**src/rtl/prg_pkg.sv**
```systemverilog
package prg_pkg;

  typedef enum logic [2:0] {
    CMD_IDLE  = 3'd0,
    CMD_ENTER = 3'd1,
    CMD_INC   = 3'd2,
    CMD_LOAD  = 3'd3,
    CMD_PROG  = 3'd4
  } cmd_e;

  // Single command per cycle: enter > increment > load > program.
  function automatic cmd_e prg_decode(input logic en, input logic inc,
                                      input logic ld, input logic pg);
    if (en)       return CMD_ENTER;
    else if (inc) return CMD_INC;
    else if (ld)  return CMD_LOAD;
    else if (pg)  return CMD_PROG;
    else          return CMD_IDLE;
  endfunction

endpackage

```
**src/rtl/prg_addr_ctr.sv**
```systemverilog
module prg_addr_ctr
  import prg_pkg::*;
#(
  parameter int AW = 12
) (
  input  logic          clk,
  input  logic          rst_n,
  input  cmd_e          cmd,
  output logic [AW-1:0] addr,
  output logic          cfg_locked
);

  // Plain modulo step: 0x7FF -> 0x800 and top -> 0 fall out of the width.
  function automatic logic [AW-1:0] next_addr(input logic [AW-1:0] a);
    return a + AW'(1);
  endfunction

  logic [AW-1:0] addr_q;
  logic          lock_q;

  always_ff @(posedge clk or negedge rst_n) begin
    if (!rst_n) begin
      addr_q <= '1;
      lock_q <= 1'b0;
    end else begin
      case (cmd)
        CMD_ENTER: begin
          addr_q <= '1;
          lock_q <= 1'b0;
        end
        CMD_INC: begin
          addr_q <= next_addr(addr_q);
          lock_q <= 1'b1;
        end
        default: ;
      endcase
    end
  end

  assign addr       = addr_q;
  assign cfg_locked = lock_q;

endmodule

```
**src/rtl/prg_row_latch.sv**
```systemverilog
module prg_row_latch
  import prg_pkg::*;
#(
  parameter int DW = 12,
  parameter int SB = 2,
  localparam int NS = 1 << SB
) (
  input  logic             clk,
  input  logic             rst_n,
  input  cmd_e             cmd,
  input  logic [SB-1:0]    slot,
  input  logic [DW-1:0]    din,
  output logic [NS*DW-1:0] row_q
);

  for (genvar i = 0; i < NS; i++) begin : g_slot
    logic [DW-1:0] word_q;

    always_ff @(posedge clk or negedge rst_n) begin
      if (!rst_n)
        word_q <= '1;
      else if (cmd == CMD_ENTER || cmd == CMD_PROG)
        word_q <= '1;
      else if (cmd == CMD_LOAD && slot == SB'(i))
        word_q <= din;
    end

    assign row_q[i*DW +: DW] = word_q;
  end

endmodule

```
**src/rtl/prg_access_gate.sv**
```systemverilog
module prg_access_gate #(
  parameter int AW = 12,
  parameter int DW = 12,
  parameter int SB = 2,
  localparam int NS = 1 << SB,
  localparam int RW = AW - SB
) (
  input  logic [AW-1:0] addr,
  input  logic          cfg_locked,
  input  logic [DW-1:0] rd_data_i,
  output logic          avail,
  output logic [NS-1:0] wmask,
  output logic [DW-1:0] rd_data_o
);

  function automatic logic in_user(input logic [AW-1:0] a);
    return !a[AW-1];
  endfunction

  function automatic logic in_id_row(input logic [AW-1:0] a);
    return a[AW-1:SB] == {1'b1, {(RW-1){1'b0}}};
  endfunction

  function automatic logic is_cfg_word(input logic [AW-1:0] a);
    return &a;
  endfunction

  function automatic logic [NS-1:0] word_mask(input logic [AW-1:0] a);
    if (in_user(a)) return '1;
    else            return NS'(1) << a[SB-1:0];
  endfunction

  assign avail = in_user(addr) || in_id_row(addr) ||
                 (is_cfg_word(addr) && !cfg_locked);
  assign wmask     = word_mask(addr);
  assign rd_data_o = avail ? rd_data_i : '1;

endmodule

```
**src/rtl/prg_row_writer.sv**
```systemverilog
module prg_row_writer
  import prg_pkg::*;
#(
  parameter int AW = 12,
  parameter int DW = 12,
  parameter int SB = 2,
  localparam int NS = 1 << SB,
  localparam int RW = AW - SB,
  localparam int LW = NS * DW
) (
  input  logic          clk,
  input  logic          rst_n,
  input  logic          enter_i,
  input  logic          incr_i,
  input  logic          load_i,
  input  logic          prog_i,
  input  logic [DW-1:0] load_data_i,
  output logic [AW-1:0] addr_o,
  input  logic [DW-1:0] rd_data_i,
  output logic [DW-1:0] rd_data_o,
  output logic          wr_en_o,
  output logic [RW-1:0] wr_row_o,
  output logic [NS-1:0] wr_mask_o,
  output logic [LW-1:0] wr_data_o
);

  // Named internal events, observed by the bound checker.
  cmd_e          cmd;
  logic [AW-1:0] addr;
  logic          cfg_locked;
  logic          avail;
  logic [NS-1:0] wmask;
  logic [LW-1:0] row_q;
  logic          prog_fire;

  assign cmd       = prg_decode(enter_i, incr_i, load_i, prog_i);
  assign prog_fire = (cmd == CMD_PROG) && avail;

  prg_addr_ctr #(.AW(AW)) u_ctr (
    .clk        (clk),
    .rst_n      (rst_n),
    .cmd        (cmd),
    .addr       (addr),
    .cfg_locked (cfg_locked)
  );

  prg_row_latch #(.DW(DW), .SB(SB)) u_latch (
    .clk   (clk),
    .rst_n (rst_n),
    .cmd   (cmd),
    .slot  (addr[SB-1:0]),
    .din   (load_data_i),
    .row_q (row_q)
  );

  prg_access_gate #(.AW(AW), .DW(DW), .SB(SB)) u_gate (
    .addr       (addr),
    .cfg_locked (cfg_locked),
    .rd_data_i  (rd_data_i),
    .avail      (avail),
    .wmask      (wmask),
    .rd_data_o  (rd_data_o)
  );

  logic          wr_en_q;
  logic [RW-1:0] wr_row_q;
  logic [NS-1:0] wr_mask_q;
  logic [LW-1:0] wr_data_q;

  always_ff @(posedge clk or negedge rst_n) begin
    if (!rst_n) begin
      wr_en_q   <= 1'b0;
      wr_row_q  <= '0;
      wr_mask_q <= '0;
      wr_data_q <= '1;
    end else begin
      wr_en_q <= prog_fire;
      if (prog_fire) begin
        wr_row_q  <= addr[AW-1:SB];
        wr_mask_q <= wmask;
        wr_data_q <= row_q;
      end
    end
  end

  assign addr_o    = addr;
  assign wr_en_o   = wr_en_q;
  assign wr_row_o  = wr_row_q;
  assign wr_mask_o = wr_mask_q;
  assign wr_data_o = wr_data_q;

endmodule

```
**config.mk**
```make
export PLATFORM = sky130hd
export DESIGN_NAME = prg_row_writer
export DESIGN_NICKNAME = d
export VERILOG_FILES = /design/src/rtl/prg_pkg.sv /design/src/rtl/prg_addr_ctr.sv /design/src/rtl/prg_row_latch.sv /design/src/rtl/prg_access_gate.sv /design/src/rtl/prg_row_writer.sv
export SDC_FILE = /design/constraint.sdc
export NUM_CORES = 1
export LEC_CHECK = 0
export BUFFER_PORTS_ARGS = -buffer_cell sky130_fd_sc_hd__buf_4
export CAP_MARGIN = 20
export CORE_UTILIZATION = 46
export DETAILED_ROUTE_END_ITERATION = 16
export GPL_ROUTABILITY_DRIVEN = 0
export PLACE_DENSITY = 0.7
export SKIP_LAST_GASP = 1
export SLEW_MARGIN = 10
export SYNTH_ARGS = -nofsm -noshare
export SYNTH_HDL_FRONTEND = slang
export SYNTH_SLANG_ARGS = --single-unit
```
**constraint.sdc**
```tcl
create_clock -name clk -period 3.5 [get_ports clk]
set_clock_uncertainty 0.1 [all_clocks]
set_input_delay 0.35 -clock clk [delete_from_list [all_inputs] [get_ports clk]]
set_output_delay 0.35 -clock clk [all_outputs]
set_load 0.01 [all_outputs]
```
## After elaboration in Yosys (flattened, before gate mapping)

Cells that the tools add are included.

| operators by class | value |
|---|---|
| order comparisons | 0 |
| mux-type cells | 16 |
| reductions and logical operators | 18 |
| bitwise gates (word level) | 0 |
| equality and inequality tests | 8 |
| add/subtract/negate cells | 1 |
| shift-type cells | 1 |
| div/mod/pow operators | 0 |
| $mul | 0 |

Operators by type and width:

| cell | number |
|---|---|
| 2-to-1 mux 12 bit | 9 |
| case mux 12 bit (2 select lines) | 1 |
| adder 12 x 1 -> 12 bit (second input constant) | 1 |
| 2-to-1 mux 3 bit | 4 |
| AND reduction 12 bit | 1 |
| equality test 10 bit (second input constant) | 1 |
| nonzero test 2 bit | 5 |
| equality test 3 x 2 -> 1 bit (second input constant) | 2 |
| logical AND 1 bit | 6 |
| equality test 2 bit (second input constant) | 2 |
| 2-to-1 mux 4 bit | 1 |
| left shift 1 x 2 -> 4 bit (first input constant) | 1 |
| equality test 3 x 1 -> 1 bit (second input constant) | 1 |
| equality test 3 bit (second input constant) | 1 |
| logical OR 1 bit | 3 |
| equality test 2 x 1 -> 1 bit (second input constant) | 1 |
| zero test 1 bit | 2 |
| zero test 2 bit | 1 |
| case mux 1 bit (2 select lines) | 1 |

| storage, ports and cells | value |
|---|---|
| output and inout bits | 87 |
| input bits | 30 |
| logic and storage cells | 54 |
| flip-flop bits (word level) | 124 |
| bits in read-only memories | 0 |
| memory bits (writable) | 0 |
| bits in latches | 0 |
| memories | 0 |

## Depth between registers and ports, before layout

Gate-level depths: netlist (run 1).

| logic depth | value |
|---|---|
| depth in word-level cells | 8 |
| depth in mapped cells | 7 |
| gate-level depth less buffers | 5 |

## Hierarchy

From an unflattened synthesis (run 1), not the netlist that was laid out.

| unflattened totals | value |
|---|---|
| cells, all modules | 411 |
| area, all modules | 5764.3 µm² |

Modules (own cells, without submodules):

| module | times used | seq. area each (µm²) | cells each | area each (µm²) |
|---|---|---|---|---|
| prg_row_writer | 1 | 1636.6 | 138 | 2681.3 |
| prg_row_latch | 1 | 1261.2 | 170 | 2074.5 |
| prg_addr_ctr | 1 | 340.3 | 72 | 794.5 |
| prg_access_gate | 1 | 0.0 | 31 | 214.0 |

## Least setup slack after synthesis (run 1)

No wires, ideal clock.

| timing | value |
|---|---|
| path kind | register -> output |
| from | reg u_ctr.addr_q[0], in the netlist u_ctr.addr[0] |
| to | out rd_data_o[10] |
| stages on the path, launching flop included | 8 |
| arrival | 1.917 ns |
| buffers on the path | 2 |
| setup slack | 1.133 ns |
| cells stage by stage | dfstp_2 ha_1 clkbuf_1 nor2b_1 nand4_2 nand3_1 clkbuf_1 nand2b_1 |

| on the way | value |
|---|---|
| longest elaborated chain between the ends | 4 |

RTL lines:

| element | line | RTL |
|---|---|---|
| start, declared | prg_addr_ctr.sv:18 | `logic [AW-1:0] addr_q;` |
| start signal, assigned | prg_addr_ctr.sv:32 | `addr_q <= next_addr(addr_q);` |
| AND reduction 12 bit | prg_access_gate.sv:25 | `return &a;` |
| logical AND 1 bit | prg_access_gate.sv:34 | `(is_cfg_word(addr) && !cfg_locked);` |
| logical OR 1 bit | prg_access_gate.sv:33 | `assign avail = in_user(addr) \|\| in_id_row(addr) \|\|` |
| 2-to-1 mux 12 bit | prg_access_gate.sv:36 | `assign rd_data_o = avail ? rd_data_i : '1;` |
| end, declared | prg_row_writer.sv:20 | `output logic [DW-1:0] rd_data_o,` |

Every way passes these cells.

## Final worst setup path (run 1)

| timing | value |
|---|---|
| from | reg u_ctr.addr_q[0], in the netlist u_ctr.addr[0] |
| to | out rd_data_o[9] |

Same word-level chain as after synthesis.

==> results.json, run 1 <==
{
  "synth_largest_type_area_fraction_pct": 54.38,
  "rsz0062_at_grt": "false",
  "number_of_failing_setup_endpoints_in_the_final_timing_report": 0,
  "worstSetupStartpointType": "flip-flop",
  "clk_latency_ns": 0.41,
  "first_global_vias": 3613,
  "power_density_mw_per_mm2": 808.0,
  "crit_required_ns": 3.05,
  "ff2ff_setup_slack_ns": 1.02,
  "vias_after_detailed_routing": 3722,
  "timing_worst_slew_pin_value_ns": 0.9593,
  "rr_startpoint": "u_ctr.addr[0]",
  "netlist_instances": 441,
  "synth_sequential_area_ratio_pct": 62.05,
  "placeableCoreArea_mm2": 0.01094,
  "timing.fmax_mhz": 340.4,
  "finalMaxSlewViolations": 0,
  "timing.max_slew.rel_slack_pct": 36.05,
  "cp_launch_point": "u_ctr.addr[0]",
  "count_of_flip_flops_with_a_built_in_enable_after_synthesis": 0,
  "synthDistinctLibCells": 31,
  "criticalPathCategory": "reg2out",
  "area_delta_synth_final_pct": 29.71,
  "r2r_cells": 6,
  "die_w_um": 108.5,
  "tritoncts": "done",
  "n_antenna_cell": 0,
  "antenna_violations_before_repair": 0,
  "finalHoldViolations": 0,
  "grt_max_degree": 77,
  "clock-sinks": 124,
  "clk_root_buffer_cell": "clkbuf_16",
  "worst_setup_hold_path_clk_slew_ns": 0.06,
  "start_util_pct": 47.72,
  "ys_async_sr_fraction_pct": 100.0,
  "end_point_of_the_critical_path": "rd_data_o[9]",
  "routedWlPerCell_um": 16.54,
  "worstPathMaxFanout": 16,
  "gr-total-overflow": 0,
  "grtUsageTotal_pct": 21.21,
  "dominantRegCellSynth": "dfstp_2",
  "hold_class": "in2async",
  "leakage_nw": 3.036,
  "ys_top_cells_by_area": "dfstp_2 (54%), mux2_1 (9.5%), nand2_1 (8.1%)",
  "yosys_register_bits": 124,
  "cts_post_setup_buffers_inserted": 0,
  "initialDrtViolationCount": 152,
  "final_net_count": 590,
  "die-height_um": 108.5,
  "ctsHoldBuffers": 0,
  "die_outline_area_mm2": 0.01178,
  "reg2reg_to": "wr_row_o[4]",
  "type_of_destination_of_the_critical_path": "output pin",
  "tritoncts.num_buffers": 17,
  "drt_pass_1_iters": 6,
  "vdd_ir_drop_max_mv": 0.4119,
  "std_cell_rows": 38,
  "wire_length_of_the_first_global_routing_pass_um": 18600,
  "port_buffers": 116,
  "synth.most_common_cell": "nand2_1",
  "vias_per_cell": 5.257,
  "post_route_cells_drive_above_1_share_pct": 48.59,
  "syn-num-nets": 475,
  "netlist_area_mm2": 0.005219,
  "finalCritPeriodShare_pct": 83.94,
  "place.detailed.hpwl_um": 7903,
  "cts_resized": 0,
  "critical_path_arrival_ns": 2.49,
  "outcome": "finished, final reports clean",
  "ctsLongestPathBuffers": 2,
  "synth.avg_cell_area_um2": 11.83,
  "antenna_left": 0,
  "design.portCount": 117,
  "final.min_clock_period_ns": 2.938,
  "yosys_top_cell_by_area": "dfstp_2",
  "whs_ns": 0.02672,
  "drc": 0,
  "maxCapViolCount": 0,
  "totalNegativeSetupSlack_ns": 0,
  "netlist_top_cells_count": "nand2_1 (112), dfstp_2 (108), nand3_1 (56)",
  "aggregate_routed_wire_length_um": 11710,
  "yosysWarningCount": 0,
  "clock_tree.htree_level_count": 4
}
## flip-flops by register name (all words and copies together), names as in the netlist
register and cells:
u_ctr.cfg_locked 1, wr_en_o 1, wr_mask_o 4, wr_data_o 48
u_latch.g_slot.word_q 48, u_ctr.addr 12, wr_row_o 10
## cells in the final DEF (no fill, tap or decap)
cell and instances:
nand3_1 56, mux2_2 13, clkinv_4 2, dfrtp_1 16, o211ai_1 1, nand2_1 112, nor2_1 4, a31oi_4 1
xnor2_1 1, inv_1 3, buf_4 120, clkinv_2 3, mux2_1 44, nand2b_1 12, a21oi_4 1, nand4_1 3
bufinv_16 2, and4_1 2, nor4_1 1, and2_1 5, clkbuf_8 1, a2bb2oi_1 4, xor2_1 9, nor3b_1 4
buf_16 1, and3_1 5, clkinvlp_4 4, o21ai_0 1, nor3_1 1, nor2b_1 2, nand4_2 1, dfstp_2 108
clkbuf_16 17, o22a_1 1, inv_6 1, ha_1 4, inv_8 1, a21oi_1 1
## per-stage QoR
| stage | instance area [um^2] | cells | total power, W | setup WS (ns) | util, % |
|---|---|---|---|---|---|
| after global routing | 6769 | 708 | 0.005749 | 0.3482 | 61.90 |
| final | 6769 | 708 | 0.005469 | 0.5619 | 61.90 |
| after CTS | 6769 | 708 | 0.005527 | 0.5024 | 61.90 |
| after global placement | 6160 | 676 | 0.003759 | 1.095 | 56.33 |
| after floorplan | 5219 | 441 | 0.002974 | 1.133 | - |
| after detailed placement | 6187 | 677 | 0.003810 | 0.9492 | 56.58 |
## critical path: stages, from the launching register on
cell	delay [ns]
dfstp_2	0.59
ha_1	0.33
nor2b_1	0.21
nand4_2	0.15
nand3_1	0.48
nand2b_1	0.15
buf_4	0.17
## cell families after synthesis
kind of cell	count (synthesis)	synth area share [%]
adder cells (fa/ha/maj)	4	0.9590
AND/OR/NAND/NOR	208	18.32
AO/OA/AOI/OAI	10	1.678
XOR/XNOR	10	1.678
flip-flops	124	62.05
multiplexers	57	12.30
buffers and inverters	28	3.021
## area by class of cell
type | count | area [um^2]
inverter | 3 | 11.26
timing repair buffer | 121 | 928.4
sequential | 124 | 3238
clock buffer | 18 | 439.2
fill | 886 | 4167
multi-input combinational | 289 | 1834
clock inverter | 13 | 142.6
tap | 140 | 175.2
## power by group
group | leakage, nW | switching [W] | internal [W]
clock network | 0.276 | 0.000638 | 0.00107
registers | 1.33 | 0.000258 | 0.00207
logic | 1.43 | 0.000634 | 0.000801
## layer usage
layer	vias up	part of all wire, %	track usage, %	routed length, um
met4	0	0.97	6.660	114
met2	140	49	34.99	5783
met5	-	0	0	0
met1	1862	43	27.21	5007
met3	15	6.9	5.666	806
li1	1705	-	-	-
## how the worst min path moves through the flow
stage,start,endpoint,depth (start not counted)
floorplan,rst_n,u_ctr.cfg_locked,0
global placement,u_latch.g_slot[1].word_q[10],u_latch.g_slot[1].word_q[10],2
detailed placement,u_latch.g_slot[1].word_q[10],u_latch.g_slot[1].word_q[10],2
CTS,enter_i,u_ctr.cfg_locked,2
global route,enter_i,u_ctr.cfg_locked,2
finish,rst_n,wr_mask_o[0],1
Power figures use the tool's default switching activity.
==> run 2, diff against run 1 <==
--- a/config.mk
+++ b/config.mk
@@ -10,7 +10,7 @@
 export CORE_UTILIZATION = 46
 export DETAILED_ROUTE_END_ITERATION = 16
 export GPL_ROUTABILITY_DRIVEN = 0
-export PLACE_DENSITY = 0.7
+export PLACE_DENSITY = 0.72
 export SKIP_LAST_GASP = 1
 export SLEW_MARGIN = 10
 export SYNTH_ARGS = -nofsm -noshare
==> constraint.sdc (replaced) <==
create_clock -name clk -period 2.4 [get_ports clk]
set_clock_uncertainty 0.1 [all_clocks]
set_input_delay 0.24 -clock clk [delete_from_list [all_inputs] [get_ports clk]]
set_output_delay 0.24 -clock clk [all_outputs]
set_load 0.01 [all_outputs]
==> results.json, run 2 (synthesis results as in run 1) <==
{
  "crit_required_ns": 2.06,
  "grt_max_degree": 125,
  "n_antenna_cell": 0,
  "clk_root_buffer_cell": "clkbuf_16",
  "drc": 0,
  "worstSetupStartpointType": "flip-flop",
  "timing_worst_slew_pin_value_ns": 0.6478,
  "worstPathMaxFanout": 13,
  "routedWlPerCell_um": 16.41,
  "timing.max_slew.rel_slack_pct": 56.82,
  "first_global_vias": 3808,
  "grtUsageTotal_pct": 21.75,
  "final.min_clock_period_ns": 2.298,
  "number_of_failing_setup_endpoints_in_the_final_timing_report": 0,
  "tritoncts": "done",
  "outcome": "finished, final reports clean",
  "crit_path_top_delay_cell": "dfstp_2",
  "type_of_destination_of_the_critical_path": "output pin",
  "groute.layer.met3.usage_pct": 6.329,
  "antenna_violations_before_repair": 0,
  "layout.cells.most_common_list": "buf_4 (123), nand2_1 (112), dfstp_2 (108)",
  "report.power.total_w": 0.007970,
  "vdd_ir_drop_max_mv": 0.6895,
  "timing.critical_path.cells": "ha_2, nor2b_2, nand4_2, nand3_2, buf_6, nand2b_1, buf_4",
  "maxCapViolCount": 0,
  "power_density_mw_per_mm2": 1150,
  "timing.fmax_mhz": 435.2,
  "vias_after_detailed_routing": 3767,
  "tritoncts.num_buffers": 17,
  "mostFrequentLayoutCell": "buf_4",
  "critical_path_arrival_ns": 1.96,
  "clock_tree.htree_level_count": 4,
  "busiest_layer": "met2",
  "design.portCount": 117,
  "placeableCoreArea_mm2": 0.01094,
  "drt_pass_1_iters": 4,
  "detailedPlace.worstSlack_ns": 0.2421,
  "clk_latency_ns": 0.41,
  "aggregate_routed_wire_length_um": 11900,
  "start_util_pct": 47.72,
  "final_net_count": 606,
  "cpPeakStageDelay_ns": 0.57,
  "finalCritPeriodShare_pct": 95.74,
  "grt.met2_usage_pct": 34.54,
  "criticalPathCategory": "reg2out",
  "totalNegativeSetupSlack_ns": 0,
  "finalHoldViolations": 0,
  "vias_per_cell": 5.196,
  "hold_class": "in2reg",
  "leakage_nw": 3.110,
  "port_buffers": 116,
  "holdPathStages": 3,
  "finalMaxSlewViolations": 0,
  "rsz0062_at_grt": "false",
  "post_route_cells_drive_above_1_share_pct": 48.89,
  "die_outline_area_mm2": 0.01178,
  "r2r_cells": 6,
  "gr-total-overflow": 0,
  "nFillCells": 852,
  "initialDrtViolationCount": 160,
  "place.detailed.hpwl_um": 7883,
  "antenna_left": 0,
  "clock-sinks": 124,
  "worst_setup_hold_path_clk_slew_ns": 0.06,
  "die_w_um": 108.5,
  "std_cell_rows": 38,
  "area_delta_synth_final_pct": 32.77,
  "die-height_um": 108.5,
  "final.setup.worst_slack_ns": 0.1023,
  "wire_length_of_the_first_global_routing_pass_um": 19100,
  "ctsLongestPathBuffers": 2,
  "gr-usage-met1_pct": 28.26
}
## run 2: final timing paths
path / from / to / slack, ns
min in group asynchronous: rst_n / wr_en_o / 0.42
min reg2reg: u_latch.g_slot[0].word_q[10] / u_latch.g_slot[0].word_q[10] / 0.39
max reg2reg: u_ctr.addr[1] / wr_data_o[36] / 0.26
max in group asynchronous: rst_n / wr_row_o[7] / 1.33
max: u_ctr.addr[1] / rd_data_o[10] / 0.10
min: load_data_i[4] / u_latch.g_slot[1].word_q[4] / 0.01
## run 2: stage by stage
| stage | instance area [um^2] | instances | hold WS (ns) | utilization [%] |
|---|---|---|---|---|
| final | 6929 | 725 | 0.01384 | 63.36 |
| after global routing | 6929 | 725 | 0.01211 | 63.36 |
| after CTS | 6909 | 723 | 0.001330 | 63.18 |
| after detailed placement | 6227 | 680 | 0.2937 | 56.95 |
| after global placement | 6227 | 680 | 0.2888 | 56.95 |
| after floorplan | 5219 | 441 | -0.1556 | - |
## run 2: where the power goes
part	switching [W]	internal [W]
Combinational	0.000942	0.00122
Clock	0.00101	0.00139
Sequential	0.000391	0.00302
Total	0.00234	0.00563
## run 2: cell type report
cell class / count / area, um^2 / area share, %
clock inverter: 14 / 126.4 / 1.824
tap: 140 / 175.2 / 2.528
sequential: 124 / 3238 / 46.73
inverter: 3 / 11.26 / 0.1625
multi-input combinational: 289 / 1844 / 26.62
timing repair buffer: 137 / 1095 / 15.80
clock buffer: 18 / 439.2 / 6.338
## run 2: layer usage
| layer | part of all wire [%] | up-vias |
|---|---|---|
| met2 | 48 | 137 |
| met3 | 6.5 | 15 |
| met4 | 1.7 | 0 |
| met1 | 44 | 1871 |
| li1 | - | 1744 |
| met5 | 0 | - |
## run 2: critical path: cells and delay by family, from the launching register on
kind	cells	cell delay [ns]
flip-flops	1	0.57
buffers and inverters	2	0.30
AND/OR/NAND/NOR	4	0.49
adder cells (fa/ha/maj)	1	0.19
## run 2: repair_timing
action                                  CTS  global route
cloned                                    0             0
hold endpoints to repair                 41             0
buffers inserted                          1             2
hold buffers                             10             0
endpoints found under the setup margin   12            12
gates resized for setup                   2             2
==> run 3, diff against run 2 <==
--- a/config.mk
+++ b/config.mk
@@ -8,8 +8,10 @@
 export BUFFER_PORTS_ARGS = -buffer_cell sky130_fd_sc_hd__buf_4
 export CAP_MARGIN = 20
 export CORE_UTILIZATION = 46
+export CTS_CLUSTER_DIAMETER = 120
 export DETAILED_ROUTE_END_ITERATION = 16
 export GPL_ROUTABILITY_DRIVEN = 0
+export MAX_ROUTING_LAYER = met4
 export PLACE_DENSITY = 0.72
 export SKIP_LAST_GASP = 1
 export SLEW_MARGIN = 10
==> results.json, run 3 (synthesis results as in run 1) <==
{
  "outcome": "finished, final reports clean",
  "place.detailed.hpwl_um": 7883,
  "mostFrequentLayoutCell": "buf_4",
  "crit_path_top_delay_cell": "dfstp_2",
  "multiInputGateArea_mm2": 0.001844,
  "leakage_nw": 3.110,
  "n_antenna_cell": 0,
  "gr-total-overflow": 0,
  "area_delta_synth_final_pct": 32.77,
  "finalCritPeriodShare_pct": 95.68,
  "post_route_cells_drive_above_1_share_pct": 48.89,
  "clock_tree.htree_level_count": 4,
  "clk_latency_ns": 0.41,
  "r2r_cells": 6,
  "placeableCoreArea_mm2": 0.01094,
  "die_w_um": 108.5,
  "comb_power_share_pct": 27.1,
  "die-height_um": 108.5,
  "ff2ff_setup_slack_ns": 0.27,
  "initialDrtViolationCount": 155,
  "vdd_ir_drop_max_mv": 0.6903,
  "postPlaceCellArea_mm2": 0.006227,
  "port_buffers": 116,
  "timing_worst_slew_pin_value_ns": 0.6396,
  "number_of_failing_setup_endpoints_in_the_final_timing_report": 0,
  "antenna_violations_before_repair": 0,
  "critical_path_arrival_ns": 1.96,
  "grtUsageTotal_pct": 22.45,
  "final_net_count": 606,
  "power_density_mw_per_mm2": 1150,
  "maxCapViolCount": 0,
  "worst_setup_hold_path_clk_slew_ns": 0.06,
  "wire_length_of_the_first_global_routing_pass_um": 19180,
  "totalNegativeSetupSlack_ns": 0,
  "start_util_pct": 47.72,
  "drc": 0,
  "grt_max_degree": 125,
  "drt_pass_1_iters": 4,
  "finalHoldViolations": 0,
  "whs_ns": 0.01450,
  "timing.max_slew.rel_slack_pct": 57.36,
  "type_of_destination_of_the_critical_path": "output pin",
  "reg2reg_to": "wr_data_o[31]",
  "worstSetupStartpointType": "flip-flop",
  "seqPwrFrac_pct": 42.9,
  "power.switching_w": 0.002342,
  "pwr-share-clk_pct": 30.0,
  "clk_root_buffer_cell": "clkbuf_16",
  "die_outline_area_mm2": 0.01178,
  "timing.fmax_mhz": 435.5,
  "ctsLongestPathBuffers": 2,
  "routedWlPerCell_um": 16.43,
  "cp_launch_point": "u_ctr.addr[1]",
  "antenna_left": 0,
  "regArea_mm2": 0.003238,
  "cpPeakStageDelay_ns": 0.57,
  "tritoncts": "done",
  "first_global_vias": 3792,
  "clock-sinks": 124,
  "design.portCount": 117,
  "std_cell_rows": 38,
  "final.min_clock_period_ns": 2.296,
  "hold_class": "in2reg",
  "nFillCells": 855,
  "aggregate_routed_wire_length_um": 11910,
  "criticalPathCategory": "reg2out",
  "timing.critical_path.cells": "ha_2, nor2b_2, nand4_2, nand3_2, buf_6, nand2b_1, buf_4",
  "internal_power_w": 0.005625,
  "worstPathMaxFanout": 13,
  "end_point_of_the_critical_path": "rd_data_o[10]",
  "vias_after_detailed_routing": 3759,
  "fin_area_mm2": 0.006929,
  "sw_frac_of_total_pct": 29.40,
  "layout.cells.most_common_list": "buf_4 (123), nand2_1 (112), dfstp_2 (108)",
  "rsz0062_at_grt": "false",
  "crit_required_ns": 2.06,
  "tritoncts.num_buffers": 17,
  "finalMaxSlewViolations": 0,
  "rr_startpoint": "u_ctr.addr[1]",
  "vias_per_cell": 5.185
}
==> run 3: worst max-delay path: cells and delay by family (launching register included) <==
| kind | cells | cell delay [ns] |
|---|---|---|
| buffers and inverters | 2 | 0.30 |
| adder cells (fa/ha/maj) | 1 | 0.19 |
| flip-flops | 1 | 0.57 |
| AND/OR/NAND/NOR | 4 | 0.48 |
==> run 3: metal layers <==
layer | track usage (%) | share of wire [%] | vias up
met5 | - | 0 | -
met4 | 8.591 | 1.7 | 0
met3 | 5.606 | 6.6 | 14
met2 | 34.58 | 48 | 149
met1 | 28.58 | 44 | 1855
li1 | - | - | 1741
==> run 3: per-stage QoR <==
stage,utilization [%],power [W],worst slack [ns],instances
floorplan,-,0.004337,0.04526,441
global placement,56.95,0.005511,0.3199,680
detailed placement,56.95,0.005594,0.2421,680
CTS,63.18,0.008054,0.02346,723
global route,63.36,0.008377,0.01230,725
finish,63.36,0.007968,0.1036,725
==> run 3: how the worst min path moves through the flow <==
stage | slack, ns | depth (start not counted) | to | start
after detailed placement | 0.29 | 2 | u_ctr.cfg_locked | rst_n
after global placement | 0.29 | 2 | u_ctr.cfg_locked | rst_n
after floorplan | -0.16 | 0 | u_ctr.cfg_locked | rst_n
final | 0.01 | 3 | u_latch.g_slot[1].word_q[4] | load_data_i[4]
after global routing | 0.01 | 3 | u_latch.g_slot[0].word_q[7] | load_data_i[7]
after CTS | 0.001 | 3 | u_latch.g_slot[1].word_q[4] | load_data_i[4]
==> run 3: layout make-up <==
class / count / area share (%)
Clock inverter: 14 / 1.824
Inverter: 3 / 0.1625
Multi-Input combinational cell: 289 / 26.62
Sequential cell: 124 / 46.73
Timing Repair Buffer: 137 / 15.80
Clock buffer: 18 / 6.338
Tap cell: 140 / 2.528
==> run 3: repair_timing <==
item / 4_1_cts / 5_1_grt
hold buffers: 10 / 0
resized for setup: 2 / 2
setup buffers: 1 / 2
endpoints found under the setup margin: 12 / 12
endpoints found under the hold margin: 41 / 0
==> run 3: power groups by stage <==
stage	clock network [W]	logic, W	registers (W)
6_report	0.00239	0.00216	0.00342
5_1_grt	0.00253	0.00235	0.00350
4_1_cts	0.00245	0.00218	0.00342
3_5_place_dp	0	0.00215	0.00344
3_3_place_gp	0	0.00210	0.00341
2_1_floorplan	0	0.000712	0.00363
